**src/rtl/cc_timer_pkg.sv**
```systemverilog
package cc_timer_pkg;

    localparam int NUM_EVT = 4;
    localparam int CTRL_W  = 6;

    localparam int EV_OVF  = 0;
    localparam int EV_CMPA = 1;
    localparam int EV_CMPB = 2;
    localparam int EV_CAPT = 3;

    localparam logic [2:0] A_COUNT = 3'd0;
    localparam logic [2:0] A_CMPA  = 3'd1;
    localparam logic [2:0] A_CMPB  = 3'd2;
    localparam logic [2:0] A_CAPT  = 3'd3;
    localparam logic [2:0] A_CTRL  = 3'd4;
    localparam logic [2:0] A_FLAGS = 3'd5;
    localparam logic [2:0] A_MASK  = 3'd6;

    typedef enum logic [2:0] {
        CS_STOP     = 3'd0,
        CS_SYS      = 3'd1,
        CS_DIV8     = 3'd2,
        CS_DIV64    = 3'd3,
        CS_DIV256   = 3'd4,
        CS_DIV1024  = 3'd5,
        CS_EXT_RISE = 3'd6,
        CS_EXT_FALL = 3'd7
    } clk_sel_e;

    typedef struct packed {
        logic     nc_en;     // bit 5
        logic     cap_rise;  // bit 4
        logic     ctc;       // bit 3
        clk_sel_e sel;       // bits 2:0
    } ctrl_t;

endpackage

```
**src/rtl/tmr_clk_select.sv**
```systemverilog
module tmr_clk_select
    import cc_timer_pkg::*;
#(
    parameter int PSC_W = 10
) (
    input  logic     clk_i,
    input  logic     rst_ni,
    input  clk_sel_e sel_i,
    input  logic     ext_i,
    output logic     tick_o
);
    localparam int NUM_TAP = 4;

    typedef struct packed {
        logic [PSC_W-1:0] psc;
        logic             e1;
        logic             e2;
        logic             e3;
    } cs_state_t;

    cs_state_t st_d, st_q;
    logic [NUM_TAP-1:0] tap_hit;

    // Tap widths for divide by 8, 64, 256, 1024.
    for (genvar g = 0; g < NUM_TAP; g++) begin : g_tap
        localparam int TW = (g == 0) ? 3 : (g == 1) ? 6 : (g == 2) ? 8 : 10;
        assign tap_hit[g] = &st_q.psc[TW-1:0];
    end

    always_comb begin
        st_d     = st_q;
        st_d.psc = st_q.psc + PSC_W'(1);
        st_d.e1  = ext_i;
        st_d.e2  = st_q.e1;
        st_d.e3  = st_q.e2;
        unique case (sel_i)
            CS_STOP:     tick_o = 1'b0;
            CS_SYS:      tick_o = 1'b1;
            CS_DIV8:     tick_o = tap_hit[0];
            CS_DIV64:    tick_o = tap_hit[1];
            CS_DIV256:   tick_o = tap_hit[2];
            CS_DIV1024:  tick_o = tap_hit[3];
            CS_EXT_RISE: tick_o = st_q.e2 & ~st_q.e3;
            CS_EXT_FALL: tick_o = ~st_q.e2 & st_q.e3;
            default:     tick_o = 1'b0;
        endcase
    end

    always_ff @(posedge clk_i or negedge rst_ni) begin
        if (!rst_ni) st_q <= '0;
        else         st_q <= st_d;
    end

endmodule

```
**src/rtl/tmr_capture_in.sv**
```systemverilog
module tmr_capture_in #(
    parameter int NF_DEPTH = 4
) (
    input  logic clk_i,
    input  logic rst_ni,
    input  logic pin_i,
    input  logic rise_sel_i,
    input  logic nc_en_i,
    output logic evt_o
);
    typedef struct packed {
        logic                s1;
        logic                s2;
        logic [NF_DEPTH-1:0] hist;
        logic                lvl;
    } ci_state_t;

    ci_state_t st_d, st_q;

    always_comb begin
        st_d      = st_q;
        st_d.s1   = pin_i;
        st_d.s2   = st_q.s1;
        st_d.hist = {st_q.hist[NF_DEPTH-2:0], st_q.s2};
        if (nc_en_i) begin
            if (&st_q.hist)      st_d.lvl = 1'b1;
            else if (~|st_q.hist) st_d.lvl = 1'b0;
            else                  st_d.lvl = st_q.lvl;
        end else begin
            st_d.lvl = st_q.s2;
        end
        evt_o = (st_d.lvl != st_q.lvl) && (rise_sel_i ? st_d.lvl : ~st_d.lvl);
    end

    always_ff @(posedge clk_i or negedge rst_ni) begin
        if (!rst_ni) st_q <= '0;
        else         st_q <= st_d;
    end

endmodule

```
**src/rtl/cc_timer16.sv**
```systemverilog
module cc_timer16
    import cc_timer_pkg::*;
#(
    parameter int CNT_W    = 16,
    parameter int PSC_W    = 10,
    parameter int NF_DEPTH = 4
) (
    input  logic              clk_i,
    input  logic              rst_ni,
    input  logic              bus_wr_i,
    input  logic [2:0]        bus_addr_i,
    input  logic [CNT_W-1:0]  bus_wdata_i,
    output logic [CNT_W-1:0]  bus_rdata_o,
    input  logic              ext_clk_i,
    input  logic              cap_pin_i,
    output logic [NUM_EVT-1:0] irq_o
);
    localparam int NUM_CMP = 2;

    typedef struct packed {
        logic [CNT_W-1:0]                count;
        logic [NUM_CMP-1:0][CNT_W-1:0]   cmp;
        logic [CNT_W-1:0]                capt;
        ctrl_t                           ctrl;
        logic [NUM_EVT-1:0]              flags;
        logic [NUM_EVT-1:0]              mask;
    } tm_state_t;

    tm_state_t st_d, st_q;

    logic               tick_w;
    logic               cap_evt_w;
    logic [NUM_CMP-1:0] cmp_hit;
    logic               wr_count;
    logic               ctc_clr;
    logic [NUM_EVT-1:0] ev_set;
    logic [NUM_EVT-1:0] ev_clr;
    logic [CNT_W-1:0]   count_w;
    logic [CNT_W-1:0]   cmpa_w;

    tmr_clk_select #(.PSC_W(PSC_W)) u_clk_sel (
        .clk_i  (clk_i),
        .rst_ni (rst_ni),
        .sel_i  (st_q.ctrl.sel),
        .ext_i  (ext_clk_i),
        .tick_o (tick_w)
    );

    tmr_capture_in #(.NF_DEPTH(NF_DEPTH)) u_cap_in (
        .clk_i      (clk_i),
        .rst_ni     (rst_ni),
        .pin_i      (cap_pin_i),
        .rise_sel_i (st_q.ctrl.cap_rise),
        .nc_en_i    (st_q.ctrl.nc_en),
        .evt_o      (cap_evt_w)
    );

    for (genvar g = 0; g < NUM_CMP; g++) begin : g_cmp
        assign cmp_hit[g] = (st_q.count == st_q.cmp[g]);
    end

    assign count_w = st_q.count;
    assign cmpa_w  = st_q.cmp[0];

    always_comb begin
        st_d     = st_q;
        ev_set   = '0;
        wr_count = bus_wr_i && (bus_addr_i == A_COUNT);
        ctc_clr  = st_q.ctrl.ctc && cmp_hit[0];

        if (wr_count) begin
            st_d.count = bus_wdata_i;
        end else if (tick_w) begin
            if (ctc_clr) st_d.count = '0;
            else         st_d.count = st_q.count + CNT_W'(1);
            ev_set[EV_OVF] = (&st_q.count) && !ctc_clr;
            for (int i = 0; i < NUM_CMP; i++) ev_set[EV_CMPA+i] = cmp_hit[i];
        end

        if (cap_evt_w) begin
            st_d.capt       = st_q.count;
            ev_set[EV_CAPT] = 1'b1;
        end

        ev_clr = '0;
        if (bus_wr_i) begin
            unique case (bus_addr_i)
                A_CMPA:  st_d.cmp[0] = bus_wdata_i;
                A_CMPB:  st_d.cmp[1] = bus_wdata_i;
                A_CTRL:  st_d.ctrl   = ctrl_t'(bus_wdata_i[CTRL_W-1:0]);
                A_FLAGS: ev_clr      = bus_wdata_i[NUM_EVT-1:0];
                A_MASK:  st_d.mask   = bus_wdata_i[NUM_EVT-1:0];
                default: ;
            endcase
        end
        st_d.flags = (st_q.flags & ~ev_clr) | ev_set;
    end

    always_ff @(posedge clk_i or negedge rst_ni) begin
        if (!rst_ni) st_q <= '0;
        else         st_q <= st_d;
    end

    always_comb begin
        unique case (bus_addr_i)
            A_COUNT: bus_rdata_o = st_q.count;
            A_CMPA:  bus_rdata_o = st_q.cmp[0];
            A_CMPB:  bus_rdata_o = st_q.cmp[1];
            A_CAPT:  bus_rdata_o = st_q.capt;
            A_CTRL:  bus_rdata_o = CNT_W'(st_q.ctrl);
            A_FLAGS: bus_rdata_o = CNT_W'(st_q.flags);
            A_MASK:  bus_rdata_o = CNT_W'(st_q.mask);
            default: bus_rdata_o = '0;
        endcase
    end

    assign irq_o = st_q.flags & st_q.mask;

endmodule

```
**config.mk**
```make
export PLATFORM = sky130hd
export DESIGN_NAME = cc_timer16
export DESIGN_NICKNAME = d
export VERILOG_FILES = /design/src/rtl/cc_timer_pkg.sv /design/src/rtl/tmr_clk_select.sv /design/src/rtl/tmr_capture_in.sv /design/src/rtl/cc_timer16.sv
export SDC_FILE = /design/constraint.sdc
export NUM_CORES = 1
export LEC_CHECK = 0
export CORE_ASPECT_RATIO = 0.5
export CORE_UTILIZATION = 40
export CTS_CLUSTER_SIZE = 8
export DETAILED_ROUTE_END_ITERATION = 10
export SLEW_MARGIN = 20
export SYNTH_ARGS = -nofsm -noshare
export SYNTH_HDL_FRONTEND = slang
export SYNTH_SLANG_ARGS = --single-unit
```
**constraint.sdc**
```tcl
create_clock -name clk_i -period 2.05 [get_ports clk_i]
set_clock_uncertainty 0.15 [all_clocks]
set_input_delay 0.205 -clock clk_i [delete_from_list [all_inputs] [get_ports clk_i]]
set_output_delay 0.205 -clock clk_i [all_outputs]
set_load 0.02 [all_outputs]
```
==> flow_metrics.env <==
export IMPL_status="finished, violations left"
export IMPL_violations="negative setup slack"
export IMPL_clockRootBuffer="clkbuf_16"
export IMPL_path_buf_inv=1
export IMPL_power_density_nw_per_um2=1040
export IMPL_io_buffers=43
export IMPL_gp_congestion=0.871
export IMPL_arrival_ns=2.28
export IMPL_htree_levels=3
export IMPL_critical_path_max_stage_delay_ns=0.41
export IMPL_crit_type="register to register"
export IMPL_maxCapViolCount=0
export IMPL_setup_viol=16
export IMPL_setup_tns_ns=-1.75
export IMPL_detail_route_antenna_nets=0
export IMPL_post_drt_via_cell_ratio=5.41
export IMPL_post_route_period_util=1.07
export IMPL_hold_depth=1
export IMPL_synthArstFlopShare=1.00
export IMPL_grt_pass1_vias=4156
export IMPL_critPathLaunchType="register"
export IMPL_yosysWarnings=0
export IMPL_dpl_worst_slack_ns=-0.468
export IMPL_cts_buffer_depth=2
export IMPL_synthCells=465
export IMPL_tightest_slew_ns=0.513
export IMPL_clk_insertion_delay_late_ns=0.34
export IMPL_synth_avg_cell_area_um2=11.5
export IMPL_ys_seq_area_frac=0.460
export IMPL_max_slew_margin=0.658
export IMPL_die_y_um=83.6
export IMPL_start_util=0.416
export IMPL_syn_cell_area_um2=5330
export IMPL_grt_usage=0.217
export IMPL_final_cells=774
export IMPL_cts_tree="done"
export IMPL_synth_nets=492
export IMPL_cts_sinks=98
export IMPL_grt_pass1_wl_um=22600
export IMPL_die_w_um=165
export IMPL_drive_above_1_share=0.442
export IMPL_drv_slew=0
export IMPL_wl_um=14800
export IMPL_max_vdd_ir_drop_mv=0.548
export IMPL_post_route_min_period_ns=2.20
export IMPL_num_rows=29
export IMPL_path_delay_family="compound AO/OA/AOI/OAI gates"
export IMPL_grt_ovfl_total=0
export IMPL_avgRoutedWirePerCell_um=19.1
export IMPL_synth_edf_count=0
export IMPL_hold_viol=0
export IMPL_ys_flop_type="dfrtp_1"
export IMPL_worst_hold_path_type="primary input to register"
export IMPL_rsz0062_at_grt="true"
export IMPL_nets=626
export IMPL_reg2reg_depth=7
export IMPL_hpwl_um=10300
export IMPL_dieArea_um2=13800
export IMPL_drt_pass1_iter_count=4
export IMPL_path_clk_slew_ns=0.07
export IMPL_path_depth=7
export IMPL_leakagePower_nw=3.15
export IMPL_synth_distinct_cells=53
export IMPL_post_place_cells=739
export IMPL_grt_max_degree=38
export IMPL_syn2layout_area_growth_pct=38.7
export IMPL_cp_max_fo=7
export IMPL_cts_buffers=9
export IMPL_setup_ws_ns=-0.154
export IMPL_first_iter_violations=281
export IMPL_fin_hold_ws_ns=0.148
export IMPL_antenna_diode_count=0
export IMPL_fmax_ghz=0.454
export IMPL_endpoint_kind="register"
export IMPL_drc_errors=0
export IMPL_ys_seq_elements=98
export IMPL_cp_cell_sequence="xnor2_2, nand4_1, nor4_4, buf_6, a21oi_4, a22o_1, a221o_1"
export IMPL_slowest_stage="dfrtp_1"
export IMPL_num_vias=4191
export IMPL_core_area_um2=12800
export IMPL_antenna_found_initial=0
export IMPL_required_ns=2.13
export IMPL_ios=44
Yosys cell counts, types with 4 or more instances:
master    instances  area, um2
dfrtp_1          98       2450
mux2_2           60        676
xnor2_1          36        315
nand2_1          34        128
buf_2            21        105
nor2b_1          18        113
nand3_1          17       85.1
nor2_1           16       60.1
mux4_2           13        293
o21ai_0          12       60.1
clkbuf_1         10       37.5
and2_1            9       56.3
nand4_1           9       56.3
a22o_1            8       70.1
a21oi_1           7       35.0
a22oi_1           6       45.0
a32o_1            6       60.1
inv_1             6       22.5
a221o_1           5       50.1
nor4_1            5       31.3
o211ai_1          5       37.5
a21o_1            4       30.0
buf_6             4       45.0
nand2b_1          4       25.0
nor3_1            4       20.0
nor4b_1           4       35.0
area by class of cell:
cell class | count | area (um2)
well taps | 170 | 213
repair buffers | 161 | 1440
clock buffers | 10 | 239
clock inverters | 6 | 71.3
flip-flops and latches | 98 | 2450
fillers | 1069 | 5420
multi-input cells | 323 | 2960
inverters | 6 | 22.5
sequential cells by signal (all words and copies together), names as in the netlist:
name,count
u_cap_in.st_q,2
count_w,16
u_cap_in.st_d,5
cmpa_w,16
st_q,46
u_clk_sel.st_q,11
u_clk_sel.st_d,2
logic make-up after synthesis:
group	synth area share
adder cells (fa/ha/maj)	0.00705
AO/OA/AOI/OAI	0.0956
multiplexers	0.190
flip-flops	0.460
buffers and inverters	0.0432
XOR/XNOR	0.0641
AND/OR/NAND/NOR	0.140
worst paths after layout:
kind	startpoint	to	slack [ns]
worst min register to register	u_clk_sel.st_d[1]	u_clk_sel.st_d[0]	0.21
min in group asynchronous	rst_ni	u_clk_sel.st_d[0]	0.24
worst min-delay path	cap_pin_i	u_cap_in.st_d[5]	0.15
worst max-delay path	count_w[3]	count_w[3]	-0.15
worst max register to register	count_w[3]	count_w[3]	-0.15
max in group asynchronous	rst_ni	count_w[2]	0.95
stage by stage:
step | total power [mW] | utilization | area, um2
2_1_floorplan | 4.40 | - | 5400
3_3_place_gp | 5.44 | 0.517 | 6630
3_5_place_dp | 5.48 | 0.517 | 6630
4_1_cts | 7.29 | 0.550 | 7040
5_1_grt | 8.08 | 0.577 | 7390
6_report | 7.70 | 0.577 | 7390
layout by cell type (no fill, tap or decap), drive strengths merged, types with 5 or more instances in the layout:
cell | synthesis | routed
o211ai | 5 | 5
inv | 6 | 9
dfrtp | 98 | 98
nand4 | 9 | 9
mux4 | 13 | 13
clkbuf | 11 | 12
nand3 | 18 | 18
clkdlybuf4s50 | 0 | 23
xnor2 | 36 | 36
buf | 28 | 132
a221o | 5 | 5
nor2b | 18 | 18
and2 | 9 | 9
nor4 | 6 | 6
o21ai | 13 | 13
nor4b | 5 | 5
nand2 | 34 | 34
a22oi | 6 | 6
nor2 | 16 | 16
nor3 | 5 | 5
a22o | 8 | 8
mux2 | 60 | 60
a21oi | 8 | 9
a32o | 6 | 6
worst register-to-register path: stages, from the launching register on:
cell     delay [ns]
dfrtp_1        0.41
xnor2_2        0.22
nand4_1        0.20
nor4_4         0.34
buf_6          0.18
a21oi_4        0.10
a22o_1         0.21
a221o_1        0.29
metal layers:
layer / track usage / wire, um
met1: 0.328 / 7410
met2: 0.325 / 6440
met5: 0 / 0
met4: 0.0300 / 102
met3: 0.0462 / 806
report_power, final:
group          internal (mW)  switching (mW)
sequential              2.38           0.399
clock                  0.995           0.759
combinational           1.79            1.37
repair_timing:
action,CTS,global route
pin swaps,21,14
endpoints found under the hold margin,35,0
setup buffers,6,8
gates cloned,1,3
endpoints found under the setup margin,33,43
hold buffers,1,0
gates resized for setup,99,53
No activity file was read; power rests on OpenSTA's default activity.
